**src/rtl/fcc_pkg.sv**
```systemverilog
`timescale 1ns/1ps
package fcc_pkg;

    typedef enum logic [1:0] {
        CAP_IDLE  = 2'd0,
        CAP_ARMED = 2'd1,
        CAP_BUSY  = 2'd2
    } cap_state_e;

    typedef struct packed {
        cap_state_e st;
        logic       done;
    } cap_fsm_s;

    typedef struct packed {
        logic active;
        logic field;
    } trk_s;

    localparam int unsigned ST_STILL_BIT = 0;
    localparam int unsigned ST_VIDEO_BIT = 1;
    localparam int unsigned ST_FIELD_BIT = 2;
    localparam int unsigned ST_USED_W    = 3;

endpackage

```
**src/rtl/fcc_frame_track.sv**
```systemverilog
`timescale 1ns/1ps
module fcc_frame_track
    import fcc_pkg::*;
(
    input  logic clk_i,
    input  logic rst_ni,
    input  logic fs_i,
    input  logic fe_i,
    input  logic field_id_i,
    input  logic planar_i,
    output logic frame_start_o,
    output logic frame_end_o,
    output logic field_o,
    output logic active_o
);
    trk_s trk_d, trk_q;

    always_comb begin
        trk_d = trk_q;
        if (fe_i) begin
            trk_d.active = 1'b0;
        end
        if (fs_i) begin
            trk_d.active = 1'b1;
            trk_d.field  = field_id_i;
        end
        // interlaced planar: the frame opens on field 0, closes after field 1
        frame_start_o = fs_i && (!planar_i || !field_id_i);
        frame_end_o   = fe_i && (!planar_i || trk_q.field);
    end

    always_ff @(posedge clk_i) begin
        if (!rst_ni) begin
            trk_q <= '0;
        end else begin
            trk_q <= trk_d;
        end
    end

    assign field_o  = trk_q.field;
    assign active_o = trk_q.active;

    p_field_latch_r8: assert property (@(posedge clk_i) disable iff (!rst_ni)
        fs_i |=> (field_o == $past(field_id_i)));

    p_open_after_start_r9: assert property (@(posedge clk_i) disable iff (!rst_ni)
        fs_i |=> active_o);

endmodule

```
**src/rtl/fcc_still_fsm.sv**
```systemverilog
`timescale 1ns/1ps
module fcc_still_fsm
    import fcc_pkg::*;
(
    input  logic clk_i,
    input  logic rst_ni,
    input  logic req_i,
    input  logic video_busy_i,
    input  logic frame_start_i,
    input  logic frame_end_i,
    output logic busy_o,
    output logic done_o
);
    cap_fsm_s fsm_d, fsm_q;

    always_comb begin
        fsm_d      = fsm_q;
        fsm_d.done = 1'b0;
        unique case (fsm_q.st)
            CAP_IDLE: begin
                if (req_i && !video_busy_i) begin
                    fsm_d.st = CAP_ARMED;
                end
            end
            CAP_ARMED: begin
                if (frame_start_i) begin
                    fsm_d.st = CAP_BUSY;
                end
            end
            CAP_BUSY: begin
                if (frame_end_i) begin
                    fsm_d.st   = CAP_IDLE;
                    fsm_d.done = 1'b1;
                end
            end
            default: fsm_d.st = CAP_IDLE;
        endcase
    end

    always_ff @(posedge clk_i) begin
        if (!rst_ni) begin
            fsm_q <= '{st: CAP_IDLE, done: 1'b0};
        end else begin
            fsm_q <= fsm_d;
        end
    end

    assign busy_o = (fsm_q.st == CAP_BUSY);
    assign done_o = fsm_q.done;

    p_arm_to_busy_r2: assert property (@(posedge clk_i) disable iff (!rst_ni)
        (fsm_q.st == CAP_ARMED && frame_start_i) |=> busy_o);

    p_end_clears_r3: assert property (@(posedge clk_i) disable iff (!rst_ni)
        (busy_o && frame_end_i) |=> (!busy_o && done_o));

    p_ignore_in_video_r10: assert property (@(posedge clk_i) disable iff (!rst_ni)
        (fsm_q.st == CAP_IDLE && video_busy_i) |=> (fsm_q.st == CAP_IDLE));

    p_done_single_r11: assert property (@(posedge clk_i) disable iff (!rst_ni)
        done_o |=> !done_o);

endmodule

```
**src/rtl/fcc_video_fsm.sv**
```systemverilog
`timescale 1ns/1ps
module fcc_video_fsm
    import fcc_pkg::*;
(
    input  logic clk_i,
    input  logic rst_ni,
    input  logic en_i,
    input  logic frame_start_i,
    input  logic frame_end_i,
    output logic busy_o,
    output logic done_o
);
    cap_fsm_s fsm_d, fsm_q;

    always_comb begin
        fsm_d      = fsm_q;
        fsm_d.done = 1'b0;
        unique case (fsm_q.st)
            CAP_IDLE: begin
                if (en_i) begin
                    fsm_d.st = CAP_ARMED;
                end
            end
            CAP_ARMED: begin
                if (!en_i) begin
                    fsm_d.st = CAP_IDLE;
                end else if (frame_start_i) begin
                    fsm_d.st = CAP_BUSY;
                end
            end
            CAP_BUSY: begin
                if (!en_i && frame_end_i) begin
                    fsm_d.st   = CAP_IDLE;
                    fsm_d.done = 1'b1;
                end
            end
            default: fsm_d.st = CAP_IDLE;
        endcase
    end

    always_ff @(posedge clk_i) begin
        if (!rst_ni) begin
            fsm_q <= '{st: CAP_IDLE, done: 1'b0};
        end else begin
            fsm_q <= fsm_d;
        end
    end

    assign busy_o = (fsm_q.st == CAP_BUSY);
    assign done_o = fsm_q.done;

    p_enabled_start_r4: assert property (@(posedge clk_i) disable iff (!rst_ni)
        (fsm_q.st == CAP_ARMED && en_i && frame_start_i) |=> busy_o);

    p_hold_to_frame_end_r5: assert property (@(posedge clk_i) disable iff (!rst_ni)
        (busy_o && !frame_end_i) |=> busy_o);

    p_withdrawn_no_busy_r12: assert property (@(posedge clk_i) disable iff (!rst_ni)
        (!busy_o && !en_i) |=> !busy_o);

    p_done_single_r11: assert property (@(posedge clk_i) disable iff (!rst_ni)
        done_o |=> !done_o);

endmodule

```
**src/rtl/frame_cap_ctrl.sv**
```systemverilog
`timescale 1ns/1ps
module frame_cap_ctrl
    import fcc_pkg::*;
#(
    parameter int unsigned STATUS_W = 32
) (
    input  logic                clk_i,
    input  logic                rst_ni,
    input  logic                still_req_i,
    input  logic                video_en_i,
    input  logic                fs_i,
    input  logic                fe_i,
    input  logic                field_id_i,
    input  logic                pix_vld_i,
    input  logic                planar420_i,
    output logic                pix_gate_o,
    output logic [STATUS_W-1:0] cap_status_o,
    output logic                still_done_o,
    output logic                video_done_o
);
    localparam int unsigned PAD_W = STATUS_W - ST_USED_W;

    logic frame_start, frame_end, field_cur, field_open;
    logic still_busy, video_busy;

    fcc_frame_track u_track (
        .clk_i         (clk_i),
        .rst_ni        (rst_ni),
        .fs_i          (fs_i),
        .fe_i          (fe_i),
        .field_id_i    (field_id_i),
        .planar_i      (planar420_i),
        .frame_start_o (frame_start),
        .frame_end_o   (frame_end),
        .field_o       (field_cur),
        .active_o      (field_open)
    );

    fcc_still_fsm u_still (
        .clk_i         (clk_i),
        .rst_ni        (rst_ni),
        .req_i         (still_req_i),
        .video_busy_i  (video_busy),
        .frame_start_i (frame_start),
        .frame_end_i   (frame_end),
        .busy_o        (still_busy),
        .done_o        (still_done_o)
    );

    fcc_video_fsm u_video (
        .clk_i         (clk_i),
        .rst_ni        (rst_ni),
        .en_i          (video_en_i),
        .frame_start_i (frame_start),
        .frame_end_i   (frame_end),
        .busy_o        (video_busy),
        .done_o        (video_done_o)
    );

    always_comb begin
        cap_status_o               = '0;
        cap_status_o[ST_STILL_BIT] = still_busy;
        cap_status_o[ST_VIDEO_BIT] = video_busy;
        cap_status_o[ST_FIELD_BIT] = field_cur;
        pix_gate_o = pix_vld_i && field_open && (still_busy || video_busy);
    end

    p_gate_needs_busy_r9: assert property (@(posedge clk_i) disable iff (!rst_ni)
        pix_gate_o |-> (pix_vld_i && cap_status_o[1:0] != 2'b00));

    p_field0_end_keeps_r6: assert property (@(posedge clk_i) disable iff (!rst_ni)
        (planar420_i && fe_i && !fs_i && !cap_status_o[ST_FIELD_BIT]
         && cap_status_o[ST_STILL_BIT]) |=> cap_status_o[ST_STILL_BIT]);

    p_upper_zero_r8: assert property (@(posedge clk_i) disable iff (!rst_ni)
        cap_status_o[STATUS_W-1:ST_USED_W] == {PAD_W{1'b0}});

    p_reset_clears_r1: assert property (@(posedge clk_i)
        !rst_ni |=> (cap_status_o == '0 && !still_done_o && !video_done_o));

endmodule

```
**config.mk**
```make
export PLATFORM = sky130hd
export DESIGN_NAME = frame_cap_ctrl
export DESIGN_NICKNAME = d
export VERILOG_FILES = /design/src/rtl/fcc_pkg.sv /design/src/rtl/fcc_frame_track.sv /design/src/rtl/fcc_still_fsm.sv /design/src/rtl/fcc_video_fsm.sv /design/src/rtl/frame_cap_ctrl.sv
export SDC_FILE = /design/constraint.sdc
export NUM_CORES = 1
export LEC_CHECK = 0
export ABC_AREA = 1
export BUFFER_PORTS_ARGS = -buffer_cell sky130_fd_sc_hd__buf_2
export CORE_MARGIN = 1.5
export CORE_UTILIZATION = 45
export CTS_BUF_LIST = sky130_fd_sc_hd__clkbuf_4 sky130_fd_sc_hd__clkbuf_8
export CTS_CLUSTER_SIZE = 8
export DETAILED_ROUTE_END_ITERATION = 16
export MAX_ROUTING_LAYER = met4
export PLACE_DENSITY = 0.87
export SYNTH_ARGS = -nofsm -noshare
export SYNTH_HDL_FRONTEND = slang
export SYNTH_HIERARCHICAL = 1
export SYNTH_SLANG_ARGS = --single-unit
```
**constraint.sdc**
```tcl
create_clock -name clk_i -period 1.91 [get_ports clk_i]
set_input_delay 0.382 -clock clk_i [delete_from_list [all_inputs] [get_ports clk_i]]
set_output_delay 0.382 -clock clk_i [all_outputs]
set_load 0.05 [all_outputs]
```
Word level (Yosys, flattened, before mapping)
Cells that the tools add are included.
{"block": "word_totals", "inputBits": 9, "regBits": 8, "word_cells": 46, "output_inout_bits": 35}
{"block": "op_classes", "n_reduce_logical": 20, "mux": 10, "n_eq_ne": 10}
{"operator": "$pmux W2 S3", "n": 2}
{"operator": "$mux W2", "n": 5}
{"operator": "$logic_and A1 B1 Y1", "n": 6}
{"operator": "$mux W3", "n": 2}
{"operator": "$ne A2 B1 Y1 const B", "n": 3}
{"operator": "$reduce_and A3 Y1", "n": 2}
{"operator": "$eq A2 B1 Y1 const B", "n": 2}
{"operator": "$eq A2 B2 Y1 const B", "n": 2}
{"operator": "$logic_not A1 Y1", "n": 4}
{"operator": "$logic_not A2 Y1", "n": 2}
{"operator": "$ne A2 B2 Y1 const B", "n": 2}
{"operator": "$reduce_and A2 Y1", "n": 2}
{"operator": "$logic_or A1 B1 Y1", "n": 3}
{"operator": "$ne A3 B3 Y1 const B", "n": 1}
{"operator": "$reduce_bool A2 Y1", "n": 1}
{"operator": "$mux W1", "n": 1}

Longest topological paths before layout
Gate-level depths: netlist (run 1).
{"block": "logic_depth", "ltp_word": 6, "depth_mapped": 5, "mapped_depth_nobuf": 5}

Hierarchy
Netlist (run 1), hierarchy kept.
{"module": "frame_cap_ctrl", "cells_each": 36, "n_inst": 1, "area_each_um2": 255.2, "seq_area_each_um2": 0.0}
{"module": "fcc_video_fsm", "cells_each": 19, "n_inst": 1, "area_each_um2": 146.4, "seq_area_each_um2": 60.1}
{"module": "fcc_still_fsm", "cells_each": 18, "n_inst": 1, "area_each_um2": 132.6, "seq_area_each_um2": 60.1}
{"module": "fcc_frame_track", "cells_each": 13, "n_inst": 1, "area_each_um2": 90.1, "seq_area_each_um2": 40.0}

Least setup slack after synthesis (run 1)
Ideal clock, no wire load.
{"block": "synth_path", "path_kind": "register to output", "startpoint": "register u_video/fsm_q[2] (netlist bit)", "endpoint": "output pix_gate_o", "path_stages_with_launch": 5, "path_buffers": 0, "setup_slack_ps": 314, "arrival_time_ps": 1214, "t_required_ps": 1528, "cell_sequence": "dfxtp_1 -> inv_2 -> nor2_4 -> nor2_1 -> nor2_1"}
{"block": "synth_via", "elab_chain_cells": 3}
{"element": "start: declaration", "line": "fcc_video_fsm.sv:13", "rtl": "cap_fsm_s fsm_d, fsm_q;"}
{"element": "start signal: assignment", "line": "fcc_video_fsm.sv:43", "rtl": "fsm_q <= '{st: CAP_IDLE, done: 1'b0};"}
{"element": "start signal: assignment", "line": "fcc_video_fsm.sv:45", "rtl": "fsm_q <= fsm_d;"}
{"element": "$eq A2 B2 Y1", "line": "fcc_video_fsm.sv:49", "rtl": "assign busy_o = (fsm_q.st == CAP_BUSY);"}
{"element": "net video_busy", "line": "frame_cap_ctrl.sv:24", "rtl": "logic still_busy, video_busy;"}
{"element": "$logic_or A1 B1 Y1", "line": "frame_cap_ctrl.sv:65", "rtl": "pix_gate_o = pix_vld_i && field_open && (still_busy || video_busy);"}
{"element": "$logic_and A1 B1 Y1", "line": "frame_cap_ctrl.sv:65"}
{"element": "end: declaration", "line": "frame_cap_ctrl.sv:16", "rtl": "output logic pix_gate_o,"}
The timed path passes the listed nets, and every way through them passes these cells.

Worst setup path in the final report (run 1)
{"block": "layout_path", "startpoint": "register u_video/fsm_q[2] (netlist bit)", "endpoint": "output pix_gate_o"}
{"block": "layout_via", "elab_chain_cells": 3}
{"element": "$eq A2 B2 Y1", "line": "fcc_video_fsm.sv:49"}
{"element": "$logic_or A1 B1 Y1", "line": "frame_cap_ctrl.sv:65"}
{"element": "$logic_and A1 B1 Y1", "line": "frame_cap_ctrl.sv:65"}
Every way passes these cells.

==> metrics.csv, run 1 <==
stage,metric,value,unit
route,# DRC,0,
pwr,static leakage,0.3373,nW
sta,RSZ-0062 raised after global routing,false,
route,met3 wire length,85,um
cells_and_area,share of post-route cells with drive strength above 1,28.28,%
sta,Fmax,0.6386,GHz
critical_path,WP data required,1.53,ns
route,post-route ant nets,0,
worst_hold_path,HP Class,in2reg,
grt,Total GRT Usage,13.18,%
cts,worst skew pair latency,0.25,ns
yosys,Synth Instances,86,
cts,H-tree Lvls,1,
sta,Sum Neg Setup Slack,0,ns
sta,final hold violations,0,
critical_path,CP startpoint kind,flop,
route,wire length on met1,334,um
cells_and_area,Antenna diodes,0,
yosys,post-synthesis sequential area ratio,25.65,%
cells_and_area,Area Growth Syn to Fin,-3.808,%
route,DRT Pass-1 Iters,3,
floorplanning,core area,0.001301,mm2
cts,# clock sinks,8,
cts,"Reg clk slew, reported paths",0.05,ns
pwr,pwr/cell area,818.8,mW/mm2
floorplanning,Die Width,40.25,um
job,max cap viols,0,
sta,Pins Over Slew Limit,0,
cts,number of buffers created by CTS,3,
route,vias after detailed routing,435,
route,Routed WL,841,um
sta,clk_skew,0.005739,ns
yosys,Yosys cell types,16,
critical_path,critical path type,reg2out,
grt,first-pass GRT wire length,1297,um
sta,fin crit share,81.98,%
sta,Final setup viols,0,
placed_design,Post-DP HPWL,741.7,um
cts,CTS tree,yes,
grt,initial antenna violation count,0,
floorplanning,io pins,44,
route,Top Metal Used,met4,
yosys,Synth area leader,buf_4,
yosys,Synth Register Bits,8,
yosys,top cell type's share of synthesized area,38.48,%
cts,post-CTS setup buffer count,0,
yosys,"Cell Area, Synth",624.3,um2
route,WL/cell,7.377,um
floorplanning,# rows,13,
pwr,Max IR drop VDD,332.8,uV
floorplanning,Die H,40.25,um
floorplanning,Die ar.,0.001620,mm2
sta,WHS,0.3769,ns
critical_path,CP endpoint kind,output pin,
grt,GRT overflow,0,
cts,maximum buffer depth of the clock tree,2,
cts,Root Driver,clkbuf_4,
yosys,"Avg Cell Area, Syn",7.260,um2
route,post-DR vias/cell,3.816,
outcome,outcome,"finished, final reports clean",
yosys,largest cells by area after synthesis,"buf_4 (38%), dfxtp_1 (26%), inv_1 (6.6%)",
yosys,Post-synth EDFFs,0,
route,DRT iter0 DRCs,8,
cells_and_area,register area,160.2,um2
route,met2 WL,410,um
yosys,most frequent cells after synthesis,"buf_4 (32), inv_1 (11), dfxtp_1 (8)",
cells_and_area,Util after Layout,46.15,%
yosys,most frequent cell after synthesis,buf_4,
placed_design,Final Wtd Congestion,0.7262,
cts,hold_buf cts,0,
grt,vias in the first global route,341,
floorplanning,Initial Utilization,47.98,%
placed_design,port bufs,14,
cts,CTS resizes,0,
cells_and_area,# fillers,145,
yosys,yosys warns,6,
yosys,ys flop type,dfxtp_1,
critical_path,Crit Path Max Fanout,5,
cells_and_area,area of the multi-input gates,276.5,um2
sta,min cycle time layout,1.566,ns
grt,largest net degree at the start of global routing,7,
critical_path,Worst EP arrival,1.18,ns
pwr,Pwr Total,0.4917,mW
yosys,ys async rst share,0,%
cells_and_area,NumNets Final,110,
## worst max-delay path, cell delays in order, from the launching register on
cell	delay, ns
dfxtp_1	0.35
inv_2	0.07
nor2_4	0.12
nor2_1	0.06
nor2_1	0.07
buf_2	0.26
## per-stage QoR
| stage | cell area, um2 | setup slack (ns) | cells |
|---|---|---|---|
| floorplan | 729.5 | 0.3138 | 114 |
| global placement | 578.1 | 0.6327 | 111 |
| detailed placement | 578.1 | 0.6042 | 111 |
| CTS | 600.6 | 0.3309 | 114 |
| global route | 600.6 | 0.2357 | 114 |
| finish | 600.6 | 0.3441 | 114 |
## final cells by class
type,instances,share of cell area (%)
Clock buffer,3,3.750
Inverter,14,8.750
Multi-Input combinational cell,60,46.04
Sequential cell,8,26.67
Tap cell,15,3.125
Timing Repair Buffer,14,11.67
## cells in the final DEF, fill, tap and decap left out
master	instances
conb_1	29
buf_2	14
inv_1	11
dfxtp_1	8
nand2_1	7
nor2_1	7
nand3_1	4
a21oi_2	4
clkbuf_4	3
a21oi_1	3
inv_2	3
nor3_2	1
o21ai_0	1
nor2_4	1
nand4_1	1
nand2_2	1
nor2_2	1
## sequential cells by signal, summed over array words and instances, names as in the netlist
name / cells
u_track/active_o: 1
u_track/field_o: 1
u_still/fsm_q: 2
u_still/done_o: 1
u_video/fsm_q: 2
u_video/done_o: 1
## layer usage
metal  GRT usage (%)  vias to the layer above
met5               -                        -
met4           7.500                        0
met2           23.39                       22
li1                -                      225
met3           6.667                        2
met1           10.93                      186
## kinds of logic (layout without fill, tap and decap cells)
family / count (synthesis) / count (layout) / share of synthesized area (%)
DFF: 8 / 8 / 25.65
AOI/OAI and AO/OA: 8 / 8 / 8.816
buffers and inverters: 46 / 31 / 46.89
and+or+nand+nor: 23 / 23 / 18.04
other: 1 / 29 / 0.6006
## path summary, 6_finish.rpt
| check | from | to | slack, ns | cells after the start |
|---|---|---|---|---|
| worst max-delay path | u_video/fsm_q[2]$_SDFFE_PN0P_ | pix_gate_o | 0.34 | 5 |
| worst min-delay path | field_id_i | u_track/field_o$_SDFFE_PN0P_ | 0.38 | 3 |
| worst max register to register | u_track/field_o$_SDFFE_PN0P_ | u_video/fsm_q[2]$_SDFFE_PN0P_ | 1.02 | 5 |
| worst min register to register | u_track/active_o$_SDFFE_PN0P_ | u_track/active_o$_SDFFE_PN0P_ | 0.47 | 2 |
## power by group
group          leakage, nW  internal [mW]  switching [mW]
clock               0.0138         0.0717          0.0545
sequential          0.0657          0.175         0.00720
combinational        0.258         0.0202           0.163
No activity file was read; power rests on OpenSTA's default activity.
==> inputs of run 2 (changes only) <==
ABC_AREA = 0   (was 1)
CORE_UTILIZATION = 37   (was 45)
PLACE_DENSITY = 0.77   (was 0.87)
clock period = 1.4 ns   (was 1.91 ns; I/O delays follow)
==> run 2 against run 1 <==
  * The flow now finishes with violations (setup timing)
  * Clock power increased by 38%
  * First-iteration DRC count decreased by 100%
  * Final cell count decreased by 16%
  * Sequential share of layout area increased by 1.0 points
  * Sequential power increased by 34%
  * Area after synthesis decreased by 4.2%
  * Core utilization decreased by 7.4 points
  * Largest cell class unchanged
==> metrics.csv, run 2 <==
stage,metric,value,unit
grt,largest net degree at the start of global routing,9,
sta,Final setup viols,1,
placed_design,Area after DPL,553.0,um2
grt,GRT overflow,0,
yosys,"Cell Area, Synth",598.1,um2
sta,fin crit share,104.3,%
cts,CTS tree,yes,
cells_and_area,share of post-route cells with drive strength above 1,27.50,%
pwr,Comb pwr share,35.9,%
grt,Total GRT Usage,8.824,%
cells_and_area,most frequent cells in the layout,"conb_1 (29), buf_2 (13), dfxtp_1 (7)",
placed_design,port bufs,14,
critical_path,CP startpoint kind,flop,
cts,H-tree Lvls,1,
critical_path,Worst EP arrival,1.18,ns
route,post-DR vias/cell,3.917,
pwr,Clock power frac,26.5,%
yosys,most frequent cells after synthesis,"buf_4 (32), dfxtp_1 (8)",
yosys,ys async rst share,0,%
sta,RSZ-0062 raised after global routing,true,
yosys,"Avg Cell Area, Syn",8.926,um2
sta,min cycle time layout,1.461,ns
grt,first-pass GRT wire length,1173,um
sta,Fmax,0.6846,GHz
critical_path,WP data required,1.12,ns
yosys,largest cells by area after synthesis,"buf_4 (40%), dfxtp_1 (27%), or3b_1 (2.9%)",
cells_and_area,Largest regs,"u_still/fsm_q (2), u_video/fsm_q (2)",
route,DRT iter0 DRCs,0,
yosys,Post-synth EDFFs,0,
cts,Root Driver,clkbuf_4,
sta,final hold violations,0,
sta,Worst-Margin Slew,0.4885,ns
cts,number of buffers created by CTS,3,
critical_path,CP endpoint kind,output pin,
cells_and_area,fin area,583.1,um2
cells_and_area,# fillers,169,
cts,hold_buf cts,0,
route,# DRC,0,
yosys,Synth Instances,67,
floorplanning,# rows,14,
sta,Final WS setup,-0.06065,ns
cts,maximum buffer depth of the clock tree,2,
sta,Max transition margin,67.14,%
yosys,ys flop type,dfxtp_1,
yosys,Yosys cell types,22,
placed_design,Post-DP HPWL,669.3,um
route,Routed WL,817,um
outcome,outcome,"finished, violations left",
pwr,Psw,0.2912,mW
cells_and_area,"commonest non-fill, non-tap cell in the layout",conb_1,
yosys,Synth area leader,buf_4,
sta,Pins Over Slew Limit,0,
cells_and_area,Util after Layout,38.70,%
yosys,post-synthesis sequential area ratio,26.78,%
cts,"Reg clk slew, reported paths",0.06,ns
yosys,top cell type's share of synthesized area,40.17,%
floorplanning,io pins,44,
floorplanning,Initial Utilization,39.70,%
cells_and_area,Antenna diodes,0,
route,WL/cell,8.510,um
yosys,yosys warns,6,
critical_path,critical path type,reg2out,
pwr,switching share of power,44.36,%
cts,worst skew pair latency,0.25,ns
floorplanning,core area,0.001506,mm2
pwr,Max IR drop VDD,276.4,uV
route,vias after detailed routing,376,
cells_and_area,register area,161.4,um2
yosys,Synth Register Bits,8,
sta,clk_skew,0.002188,ns
pwr,pwr/cell area,1126,mW/mm2
job,max cap viols,0,
placed_design,Final Wtd Congestion,0.7177,
route,DRT Pass-1 Iters,1,
yosys,most frequent cell after synthesis,buf_4,
pwr,static leakage,0.3181,nW
grt,initial antenna violation count,0,
outcome,failing checks,setup timing,
critical_path,Crit Path Max Fanout,5,
cts,# clock sinks,8,
pwr,sequential share of power,37.5,%
grt,vias in the first global route,309,
floorplanning,Die Width,43.21,um
route,post-route ant nets,0,
cells_and_area,NumNets Final,91,
cells_and_area,Area Growth Syn to Fin,-2.511,%
floorplanning,Die H,43.21,um
pwr,Pint,0.3653,mW
worst_hold_path,HP Class,in2reg,
cells_and_area,area of the multi-input gates,295.3,um2
sta,WHS,0.2476,ns
floorplanning,Die ar.,0.001867,mm2
==> run 2: stage by stage <==
step           total power [mW]  setup TNS (ns)  setup WS, ns  std cells
6_report                 0.6564        -0.06065      -0.06065         96
3_5_place_dp             0.4845               0        0.1310         93
4_1_cts                  0.6623        -0.06979      -0.06979         96
2_1_floorplan            0.5272               0        0.1838         95
5_1_grt                  0.6801         -0.1116       -0.1116         96
3_3_place_gp             0.4819               0        0.1592         93
==> run 2: metal layers <==
layer  global-route usage [%]  share of wire [%]
met1                    8.786                 37
met2                    14.63                 50
met3                    2.979                 13
met4                    5.455                  0
met5                        -                  0
==> run 2: power by group through the flow <==
stage          clock network (mW)  logic [mW]  registers [mW]
3_3_place_gp                    0       0.232           0.250
2_1_floorplan                   0       0.277           0.250
5_1_grt                     0.187       0.245           0.248
3_5_place_dp                    0       0.233           0.251
6_report                    0.174       0.236           0.246
4_1_cts                     0.181       0.234           0.247
==> run 2: critical path, cell delays in order, from the launching register on <==
cell     delay, ns
dfxtp_2       0.34
and2b_2       0.23
o211a_1       0.21
buf_6         0.15
==> run 2: timing repair <==
item	4_1_cts	5_1_grt
setup endpoints to repair	1	1
buffers inserted	0	0
gates resized for setup	3	0
==> run 2: cell families after synthesis <==
family	Yosys count	synth area share (%)
AOI/OAI and AO/OA	9	11.09
buffers and inverters	34	41.42
DFF	8	26.78
muxes	1	1.674
other	1	0.6270
and+or+nand+nor	14	18.41
==> run 2: area by class of cell <==
cell class	instances	area share (%)
Tap cell	16	3.433
Inverter	2	1.288
Multi-Input combinational cell	53	50.64
Timing Repair Buffer	14	13.09
Clock buffer	3	3.863
Sequential cell	8	27.68
==> run 2: final timing paths <==
path                                  from                       endpoint  slack, ns  cells after the start
max          u_still/fsm_q[1]$_SDFFE_PN0P_                     pix_gate_o      -0.06                      3
min reg2reg  u_video/fsm_q[1]$_SDFFE_PN0P_  u_video/fsm_q[1]$_SDFFE_PN0P_       0.50                      1
min                             video_en_i      u_video/done_o$_SDFF_PN0_       0.25                      2
max reg2reg   u_track/field_o$_SDFFE_PN0P_  u_video/fsm_q[2]$_SDFFE_PN0P_       0.28                      5
==> inputs of run 3 (changes only) <==
CORE_MARGIN = 8   (was 1.5)
==> run 3 against run 2 <==
  * The flow still finishes with violations (setup timing)
  * Core utilization grew 1.0 points
  * Design area grew 2.6%
  * Maximum frequency increased by 2.4%
  * Clock power barely moved
  * Via count rose by 2.7%
  * Critical path depth unchanged
  * Wire length is 34% higher
  * Hold slack improved by 0.0012 ns
  * Register-to-register slack improved by 0.04 ns
  * Largest cell class unchanged
  * Clock skew is 0.0011 ns higher
  * Count of clock-buffer cells in the layout stayed put
  * Sequential power hardly changed
==> metrics.csv, run 3 (synthesis results as in run 2) <==
stage,metric,value,unit
cells_and_area,Area Growth Syn to Fin,0,%
cts,maximum buffer depth of the clock tree,2,
cells_and_area,"commonest non-fill, non-tap cell in the layout",conb_1,
floorplanning,Die Width,56.21,um
critical_path,R2R depth,5,
floorplanning,Die H,56.21,um
cells_and_area,Largest regs,"u_still/fsm_q (2), u_video/fsm_q (2)",
cells_and_area,Util after Layout,39.70,%
sta,fin crit share,101.9,%
grt,largest net degree at the start of global routing,9,
floorplanning,Initial Utilization,39.70,%
placed_design,Post-DP HPWL,936.8,um
placed_design,dpl cells,93,
route,Routed WL,1092,um
route,DRT iter0 DRCs,2,
route,WL/cell,11.14,um
cts,"Reg clk slew, reported paths",0.06,ns
sta,Fmax,0.7010,GHz
floorplanning,Die ar.,0.003159,mm2
sta,clk_skew,0.003321,ns
floorplanning,# rows,14,
floorplanning,core area,0.001506,mm2
route,vias after detailed routing,386,
critical_path,Worst EP arrival,1.15,ns
route,# DRC,0,
critical_path,Critical Path End,pix_gate_o,
grt,initial antenna violation count,0,
sta,Final WS setup,-0.02662,ns
sta,Pins Over Slew Limit,0,
placed_design,port bufs,14,
critical_path,R2R setup slack,0.32,ns
cts,H-tree Lvls,1,
grt,first-pass GRT wire length,1745,um
cts,# clock sinks,8,
critical_path,Crit Path Max Fanout,3,
cells_and_area,Antenna diodes,0,
outcome,outcome,"finished, violations left",
cells_and_area,NumNets Final,93,
critical_path,CP Depth,3,
sta,RSZ-0062 raised after global routing,true,
critical_path,CP cell instances,and2b_2 -> o211a_1 -> buf_6,
cts,CTS tree,yes,
cells_and_area,Layout Cells excl Fill,98,
sta,min cycle time layout,1.427,ns
route,post-DR vias/cell,3.939,
pwr,Max IR drop VDD,334.1,uV
critical_path,CP max stage delay,0.32,ns
cells_and_area,# fillers,168,
grt,GRT overflow,0,
critical_path,CP startpoint kind,flop,
placed_design,Setup WS pre-CTS,0.1402,ns
grt,vias in the first global route,398,
cts,number of buffers created by CTS,3,
critical_path,slowest CP cell,dfxtp_2,
pwr,static leakage,0.3287,nW
cells_and_area,most frequent cells in the layout,"conb_1 (29), buf_2 (13), dfxtp_1 (7)",
critical_path,Crit path max-delay family,flip-flops,
critical_path,Worst R2R End,u_video/fsm_q[2]$_SDFFE_PN0P_,
outcome,failing checks,setup timing,
job,max cap viols,0,
cts,Root Driver,clkbuf_4,
critical_path,worst r2r src,u_track/field_o$_SDFFE_PN0P_,
critical_path,WP data required,1.12,ns
sta,Final setup viols,1,
sta,final hold violations,0,
cts,worst skew pair latency,0.25,ns
critical_path,Crit path buffers/inverters,1,
critical_path,Crit. Startpoint,u_still/fsm_q[1]$_SDFFE_PN0P_,
grt,Total GRT Usage,6.745,%
route,DRT Pass-1 Iters,4,
cts,hold_buf cts,0,
worst_hold_path,HP Class,in2reg,
sta,Sum Neg Setup Slack,-0.02662,ns
critical_path,critical path type,reg2out,
pwr,Pwr Total,0.6630,mW
placed_design,Final Wtd Congestion,0.7410,
cells_and_area,share of post-route cells with drive strength above 1,29.27,%
critical_path,CP endpoint kind,output pin,
pwr,pwr/cell area,1109,mW/mm2
floorplanning,io pins,44,
route,post-route ant nets,0,
-- run 3: cell types whose count changed in the layout (fill, tap and decap cells not counted) --
cell | previous run | this run
buf_4 | 0 | 2
-- run 3: per-layer routing --
| metal | wire length, um | vias to the layer above | GRT usage (%) |
|---|---|---|---|
| met5 | 0 | - | - |
| met4 | 0 | 0 | 4.124 |
| met3 | 159 | 0 | 5.023 |
| met2 | 485 | 31 | 9.033 |
| met1 | 447 | 168 | 6.839 |
| li1 | - | 187 | - |
-- run 3: layout make-up --
class / instances / area [um2] / share of cell area [%]
flip-flops and latches: 8 / 161.4 / 26.99
repair buffers: 16 / 91.34 / 15.27
well taps: 16 / 20.02 / 3.347
multi-input cells: 53 / 295.3 / 49.37
inverters: 2 / 7.507 / 1.255
clock buffers: 3 / 22.52 / 3.766
-- run 3: how the worst min path moves through the flow --
stage                                  start                       endpoint  slack, ns  cells past startpoint
6_report                          video_en_i      u_video/done_o$_SDFF_PN0_       0.25                      2
5_1_grt                           video_en_i      u_video/done_o$_SDFF_PN0_       0.25                      2
4_1_cts                           video_en_i      u_video/done_o$_SDFF_PN0_       0.24                      2
3_5_place_dp   u_video/fsm_q[1]$_SDFFE_PN0P_  u_video/fsm_q[1]$_SDFFE_PN0P_       0.50                      1
3_3_place_gp   u_video/fsm_q[1]$_SDFFE_PN0P_  u_video/fsm_q[1]$_SDFFE_PN0P_       0.48                      1
2_1_floorplan                     video_en_i      u_video/done_o$_SDFF_PN0_       0.35                      1
-- run 3: report_power, final --
group / switching [mW] / internal, mW
Sequential: 0.00676 / 0.239
Combinational: 0.211 / 0.0322
Clock: 0.0760 / 0.0980
-- run 3: through the flow --
stage               instance area, um2  hold WS, ns
floorplan                        703.2       0.3509
global placement                 553.0       0.4842
detailed placement               553.0       0.4979
CTS                              590.6       0.2382
global route                     598.1       0.2514
finish                           598.1       0.2488
-- run 3: what timing repair did --
item / 4_1_cts / 5_1_grt
buffers inserted: 1 / 1
gates cloned: 0 / 0
setup endpoints to repair: 1 / 2
resized for setup: 3 / 0
